## src/rtl/ratio_pkg.sv

```systemverilog
package ratio_pkg;

  // Strobes from the control to the datapath, one per action.
  typedef struct packed {
    logic       winClose;    // last data edge of a window seen this cycle
    logic       divLoad;     // capture the window length, clear the divider
    logic       divStep;     // perform one restoring-division step
    logic       numBit;      // numerator bit fed into this step
    logic       liveCommit;  // move the finished quotient into the live register
    logic       snapTake;    // copy live into shadow (read of lowest byte)
    logic       rdLoad;      // update the read-data byte
    logic       rdHit;       // read address falls inside the four-byte block
    logic [1:0] rdSel;       // byte index inside the block
  } ratioStrobes_t;

  typedef enum logic [1:0] {
    DivIdle   = 2'd0,
    DivRun    = 2'd1,
    DivCommit = 2'd2
  } divState_t;

  localparam int unsigned RATIO_W = 32;

endpackage

```

## src/rtl/ratio_ctrl.sv

```systemverilog
module ratio_ctrl
  import ratio_pkg::*;
#(
  parameter int unsigned WIN_LOG2 = 8,
  parameter int unsigned ADDR_W   = 8,
  parameter int unsigned REG_BASE = 28
) (
  input  logic              clk,
  input  logic              rstN,
  input  logic              dataEdge,
  input  logic              rdEn,
  input  logic [ADDR_W-1:0] rdAddr,
  output ratioStrobes_t     strb
);

  localparam int unsigned DIV_STEPS = RATIO_W + 1 + WIN_LOG2;
  localparam int unsigned STEP_W    = $clog2(DIV_STEPS);
  localparam logic [STEP_W-1:0] LAST_STEP = STEP_W'(DIV_STEPS - 1);
  localparam logic [ADDR_W-1:0] BASE_ADDR = ADDR_W'(REG_BASE);

  logic [WIN_LOG2-1:0] edgeCnt;
  logic [STEP_W-1:0]   stepCnt;
  divState_t           divState;
  logic                winDone;
  logic [ADDR_W-1:0]   rdOffset;

  assign winDone = dataEdge && (edgeCnt == '1);

  always_ff @(posedge clk or negedge rstN) begin
    if (!rstN) begin
      edgeCnt <= '0;
    end else if (dataEdge) begin
      edgeCnt <= edgeCnt + 1'b1;
    end
  end

  always_ff @(posedge clk or negedge rstN) begin
    if (!rstN) begin
      divState <= DivIdle;
      stepCnt  <= '0;
    end else begin
      unique case (divState)
        DivIdle: if (winDone) begin
          divState <= DivRun;
          stepCnt  <= '0;
        end
        DivRun: begin
          stepCnt <= stepCnt + 1'b1;
          if (stepCnt == LAST_STEP) divState <= DivCommit;
        end
        DivCommit: divState <= DivIdle;
        default:   divState <= DivIdle;
      endcase
    end
  end

  assign rdOffset = rdAddr - BASE_ADDR;

  always_comb begin
    strb            = '0;
    strb.winClose   = winDone;
    strb.divLoad    = (divState == DivIdle) && winDone;
    strb.divStep    = (divState == DivRun);
    strb.numBit     = (divState == DivRun) && (stepCnt == '0);
    strb.liveCommit = (divState == DivCommit);
    strb.rdHit      = (rdOffset < ADDR_W'(4));
    strb.rdSel      = rdOffset[1:0];
    strb.rdLoad     = rdEn;
    strb.snapTake   = rdEn && strb.rdHit && (rdOffset[1:0] == 2'd0);
  end

endmodule

```

## src/rtl/ratio_datapath.sv

```systemverilog
module ratio_datapath
  import ratio_pkg::*;
#(
  parameter int unsigned CNT_W = 24
) (
  input  logic                clk,
  input  logic                rstN,
  input  ratioStrobes_t       strb,
  output logic [RATIO_W-1:0]  liveVal,
  output logic [RATIO_W-1:0]  shadowVal,
  output logic [7:0]          rdData
);

  localparam logic [CNT_W-1:0] CNT_CAP = {{(CNT_W-1){1'b1}}, 1'b0};

  logic [CNT_W-1:0]   cycCnt;
  logic [CNT_W-1:0]   divisor;
  logic [CNT_W-1:0]   rem;
  logic [RATIO_W-1:0] quo;
  logic               ovf;
  logic [CNT_W:0]     remShift;
  logic [CNT_W:0]     remDiff;
  logic               fits;
  logic [7:0]         byteSel;

  // Master cycles since the previous window closed; saturates so that
  // cycCnt + 1 never wraps.
  always_ff @(posedge clk or negedge rstN) begin
    if (!rstN) begin
      cycCnt <= '0;
    end else if (strb.winClose) begin
      cycCnt <= '0;
    end else if (cycCnt != CNT_CAP) begin
      cycCnt <= cycCnt + 1'b1;
    end
  end

  assign remShift = {rem, strb.numBit};
  assign remDiff  = remShift - {1'b0, divisor};
  assign fits     = (remShift >= {1'b0, divisor});

  always_ff @(posedge clk or negedge rstN) begin
    if (!rstN) begin
      divisor <= '0;
      rem     <= '0;
      quo     <= '0;
      ovf     <= 1'b0;
    end else if (strb.divLoad) begin
      divisor <= cycCnt + 1'b1;
      rem     <= '0;
      quo     <= '0;
      ovf     <= 1'b0;
    end else if (strb.divStep) begin
      rem     <= fits ? remDiff[CNT_W-1:0] : remShift[CNT_W-1:0];
      quo     <= {quo[RATIO_W-2:0], fits};
      ovf     <= ovf | quo[RATIO_W-1];
    end
  end

  always_ff @(posedge clk or negedge rstN) begin
    if (!rstN) begin
      liveVal <= '0;
    end else if (strb.liveCommit) begin
      liveVal <= ovf ? '1 : quo;
    end
  end

  always_ff @(posedge clk or negedge rstN) begin
    if (!rstN) begin
      shadowVal <= '0;
    end else if (strb.snapTake) begin
      shadowVal <= liveVal;
    end
  end

  always_comb begin
    unique case (strb.rdSel)
      2'd0:    byteSel = liveVal[7:0];
      2'd1:    byteSel = shadowVal[15:8];
      2'd2:    byteSel = shadowVal[23:16];
      default: byteSel = shadowVal[31:24];
    endcase
  end

  always_ff @(posedge clk or negedge rstN) begin
    if (!rstN) begin
      rdData <= '0;
    end else if (strb.rdLoad) begin
      rdData <= strb.rdHit ? byteSel : 8'h00;
    end
  end

endmodule

```

## src/rtl/clk_ratio_regs.sv

```systemverilog
module clk_ratio_regs
  import ratio_pkg::*;
#(
  parameter int unsigned WIN_LOG2 = 8,
  parameter int unsigned CNT_W    = 24,
  parameter int unsigned ADDR_W   = 8,
  parameter int unsigned REG_BASE = 28
) (
  input  logic              clk,
  input  logic              rstN,
  input  logic              dataEdge,
  input  logic              rdEn,
  input  logic [ADDR_W-1:0] rdAddr,
  output logic [7:0]        rdData
);

  ratioStrobes_t      strb;
  logic [RATIO_W-1:0] liveVal;
  logic [RATIO_W-1:0] shadowVal;

  ratio_ctrl #(
    .WIN_LOG2 (WIN_LOG2),
    .ADDR_W   (ADDR_W),
    .REG_BASE (REG_BASE)
  ) uCtrl (
    .clk      (clk),
    .rstN     (rstN),
    .dataEdge (dataEdge),
    .rdEn     (rdEn),
    .rdAddr   (rdAddr),
    .strb     (strb)
  );

  ratio_datapath #(
    .CNT_W (CNT_W)
  ) uData (
    .clk       (clk),
    .rstN      (rstN),
    .strb      (strb),
    .liveVal   (liveVal),
    .shadowVal (shadowVal),
    .rdData    (rdData)
  );

endmodule

```

## config.mk

```make
export PLATFORM = sky130hd
export DESIGN_NAME = clk_ratio_regs
export DESIGN_NICKNAME = d
export VERILOG_FILES = /design/src/rtl/ratio_pkg.sv /design/src/rtl/ratio_ctrl.sv /design/src/rtl/ratio_datapath.sv /design/src/rtl/clk_ratio_regs.sv
export SDC_FILE = /design/constraint.sdc
export NUM_CORES = 1
export LEC_CHECK = 0
export BUFFER_PORTS_ARGS = -buffer_cell sky130_fd_sc_hd__clkbuf_2
export CORE_MARGIN = 4
export CORE_UTILIZATION = 50
export CTS_BUF_LIST = sky130_fd_sc_hd__clkbuf_4
export CTS_CLUSTER_DIAMETER = 150
export DETAILED_ROUTE_END_ITERATION = 7
export PLACE_DENSITY_LB_ADDON = 0.08
export SKIP_LAST_GASP = 1
export SLEW_MARGIN = 0
export SYNTH_ARGS = -nofsm -noshare
export SYNTH_HDL_FRONTEND = slang
export SYNTH_SLANG_ARGS = --single-unit
```

## constraint.sdc

```tcl
create_clock -name clk -period 4 [get_ports clk]
set_input_delay 0.8 -clock clk [delete_from_list [all_inputs] [get_ports clk]]
set_output_delay 0.8 -clock clk [all_outputs]
set_load 0.02 [all_outputs]
```

==> results.md <==
Timing:
- Setup repair after global routing left no endpoint under its margin.
- The count of final max-slew check failures came to 0.
- Setup violations remaining at the end of the flow were counted as 0.
- On the final layout, the worst clock skew is 32.9 ps.
- The sum of negative setup slack is 0 ps.
- The maximum frequency from static timing analysis is 269 MHz.
- The post-layout minimum cycle time is ~3700 ps.
- Of the available clock period, the critical path in the final layout requires ~93%.
- In the post-route analysis, the smallest setup slack over all paths is roughly 290 ps.
- The hold violation total from the final report is 0.
- The tightest slew margin relative to the limit is between 20% and 30%.
- For the pin with the worst max-slew slack, the measured transition is about 1200 ps.

Clocking:
- TritonCTS built the clock tree.
- The TritonCTS buffer count is 17.
- The number of hold-repair buffers added at the cts stage is 0.
- The clock sink count is approximately 190.
- The post-CTS setup buffer count is 0.
- Post-CTS repair changed the size of 0 cells.
- The clock root buffer master is clkbuf_4.
- After clock tree synthesis, the clock-pin slew on the worst setup and hold paths is 180 ps.
- The worst-case clock buffer depth is 2.
- Clock latency on the worst-skew pair, taken at its later pin, is approximately 580 ps.
- The depth of the CTS H-tree is 4.

Final layout:
- Across the whole layout, storage elements account for ~4600 um^2.
- The layout net count is 939.
- The fraction of layout instances using a drive strength above 1 is a little under an eighth.
- The multi-input gate area in the final layout is 4080 um^2.
- The final standard cell area without fillers is 9700 um^2.
- The post-layout instance count excluding filler cells is approximately 1.1k.
- After filler insertion, the fill cell instance count of the layout stands at 1651.
- Relative to the synthesized area, the layout overhead comes to 6.84%.

Worst setup path:
- The signal on the critical path passes through inv_1 > ha_1 > nand2_1 > or4_1 > ha_1 > fa_1 > nor2b_1 > o31a_1 > o211ai_1 > nor4_1 > o21ai_0 > a21oi_1 > xor2_1 > a211o_1.
- The maximum cell stage delay along the critical path is approximately 530 ps.
- Together, buffers and inverters on the worst path number 1.
- The family of cells with the greatest summed delay on the critical path is simple AND/OR/NAND/NOR gates.
- The type of origin of the critical path is a register.
- The signal arrival time at the worst endpoint is 4170 ps.
- Counting stages on the worst path, the most repeated cell is ha_1.
- The biggest fanout along the worst timing path is 6.
- STA classifies the critical path endpoint as a register.
- The slowest cell on the critical path is or4_1.
- The start point of the critical path is uCtrl.stepCnt[0]$_DFFE_PN0P_.
- The critical register-to-register path startpoint is uCtrl.stepCnt[0]$_DFFE_PN0P_.
- By startpoint and endpoint, the worst setup path is classified as reg -> reg.
- The worst endpoint required time is around 4500 ps.

Logic synthesis:
- Counting flops with a built-in enable in the synthesized netlist gives 0.
- The average instance area after synthesis is 10.1 um^2.
- The fraction of registers with async set/reset is 100%.
- The number of nets in the synthesized netlist is roughly 940.
- By area the synthesized netlist is led by dfrtp_1 (51%), nand2_1 (4.3%), o21ai_0 (4.3%).
- The synthesized design contains between 150 and 200 register bits.
- The sequential share of the synthesized area is between 50% and 60%.
- The library cell with the largest summed area after synthesis is dfrtp_1.
- The share of the synthesized area in the top cell type is about half.
- Yosys printed 0 warnings.
- Yosys mapped the design onto between 60 and 70 distinct sky130hd cell types.
- The synthesized netlist occupies a cell area of a little over 9000 um^2.
- The synthesized netlist cell count is 901.
- The most used flip-flop cell after synthesis is dfrtp_1.

Floorplan:
- The placeable core area is 17900 um^2.
- The die is between 100 and 150 um tall.
- The floorplan die width is around 140 um.
- The area of the die is approximately 20000 um^2.
- The initial utilization of the core area, before any placement, comes to between 50% and 60%.
- The top-level port count is 20.
- The site row count is just under 50.

Detailed routing:
- The per-cell via count in the routed design is 5.73.
- The post-route antenna net violation count is 0.
- The number of violations reported at the end of detailed-routing iteration 0 is approximately 360.
- Wires add up to roughly 19000 um.
- The total vias in the final route is approximately 6.5k.
- The first-pass iteration count of the detailed router is 4.
- The detail-routed net length per standard cell is roughly 17 um.
- After detailed routing, the number of remaining DRC violations is 0.

Min path:
- The worst min-delay path category is in -> async.

Run status:
- The flow ran to the end, and the final reports show no timing, DRC or antenna violations.

Global route:
- For this run, the total global-route usage over all layers was measured as about a fifth.
- The total overflow left after global routing is 0.
- The met2 track demand over resource is 32.4%.
- The routing usage on met1 is between 20% and 30%.
- The layer flagged by global routing as most heavily used is met2.
- The initial antenna violation count was 1.
- The number of global-route vias before repair is between 6k and 7k.
- The met3 track demand over resource in global routing is between 3 and 4%.
- The first global-routing pass estimated ~33000 um of wire.
- Entering global routing, the biggest net connects 79 pins.

Job:
- The number of max-capacitance violations reported is 0.

Placed design:
- The quantity of I/O buffers inserted on ports is 19.
- The post-placement cell count is 1107.
- The placement-stage cell area is between 9000 and 10000 um^2.
- Before CTS, the worst setup slack after placement is 333 ps.
- The congestion estimate from routability-driven global placement came to 0.894.
- The HPWL after detailed placement is about 13000 um.

Power:
- The total power is about 0.0032 W.
- The leakage power total is ~4.4 nW.
- The worst-case IR drop observed on VDD is 0.000295 V.
- Power spread over the standard cell area amounts to 330 nW/um^2.
## placed cells by master (no fill, tap or decap), types with 4 or more instances in the layout
master    instances
clkbuf_2         18
xor2_1           21
nand4_1          20
a211oi_1          6
a21oi_1          52
nand2b_1          4
a32o_1            4
clkbuf_4         17
mux2_2           25
a221o_1           7
nor2_1           66
ha_1             29
a22o_1           32
o31ai_1           6
o22ai_1           8
dfrtp_1         185
a21o_1            7
nand3_1          20
mux4_2            8
xnor2_1          22
buf_4             8
o21a_1           10
nand2_1         105
o211ai_1         10
o21ai_0          78
clkinv_8          4
or3_1             4
inv_1            49
nor3_1           18
and3_1            5
## registers in the layout (all words and copies together), names as in the netlist, 8 cells and up
name             flops
uCtrl.edgeCnt        8
uData.liveVal       32
uData.cycCnt        24
uData.shadowVal     24
uData.divisor       24
uData.quo           32
uData.rem           24
uData.rdData         8
## cells by family (layout without fill, tap and decap cells)
kind of cell | Yosys count | after routing | share of synthesized area (%)
flip-flops | 185 | 185 | 51.0
multiplexers | 33 | 33 | 5.09
XOR/XNOR | 43 | 43 | 4.15
other | 0 | 1 | 0
AND/OR/NAND/NOR | 264 | 264 | 13.4
buffers and inverters | 100 | 109 | 4.33
adder cells (fa/ha/maj) | 30 | 30 | 4.22
AO/OA/AOI/OAI | 246 | 246 | 17.8
## final cells by class
type	instances	area share, %
clock buffers	17	1.32
repair buffers	28	1.87
multi-input cells	616	42.1
inverters	49	1.90
diodes	1	0.0258
flip-flops and latches	185	47.7
clock inverters	15	2.10
well taps	229	2.96
## power by group
part | internal [W] | total (W) | switching [W]
combinational | 0.0000515 | 0.000121 | 0.0000695
sequential | 0.00191 | 0.00194 | 0.0000352
clock | 0.000409 | 0.00113 | 0.000725
total | 0.00237 | 0.00320 | 0.000830
## metrics by stage
step / util [%] / hold slack, ps
2_1_floorplan: - / 438
3_3_place_gp: 52.3 / 453
3_5_place_dp: 52.3 / 467
4_1_cts: 54.1 / 202
5_1_grt: 54.2 / 203
6_report: 54.2 / 200
## worst paths after layout
check | cells after the start | slack, ps | endpoint
worst max-delay path | 14 | 290 | uData.rem[22]$_DFFE_PN0P_
worst min-delay path | 1 | 200 | uData.liveVal[1]$_DFFE_PN0N_
worst max register to register | 14 | 290 | uData.rem[22]$_DFFE_PN0P_
worst min register to register | 2 | 490 | uData.liveVal[19]$_DFFE_PN0N_
max in group asynchronous | 2 | 2850 | uData.divisor[13]$_DFFE_PN0P_
min in group clk | 2 | 490 | uData.liveVal[19]$_DFFE_PN0N_
## layer usage
metal | wire [um] | part of all wire (%)
met4 | 418 | 2.1
met2 | 9130 | 47
met5 | 0 | 0
met3 | 583 | 3.0
met1 | 9340 | 48
## Yosys cell counts, types with 2 or more instances
library cell,count
o211ai_1,10
nand2_1,105
a21oi_1,52
dfrtp_1,185
a211o_1,3
or4_1,2
mux2_2,25
ha_1,29
o21a_1,10
buf_6,2
buf_2,2
a22o_1,32
o21ai_0,78
or3_1,4
and3_1,5
nand3_1,20
a211oi_1,6
mux4_2,8
inv_1,49
a21o_1,7
xor2_1,21
a221o_2,2
nor2b_1,4
o22ai_1,8
xnor2_1,22
a221o_1,7
nor2_1,66
nor3b_1,2
and2_1,2
nor3_1,18
o21bai_1,4
a32o_1,4
nand4_1,20
nand2b_1,5
and4_1,3
buf_1,3
o31a_1,3
clkbuf_1,44
o31ai_1,6
Note: power is estimated with default switching activity, not from simulation.
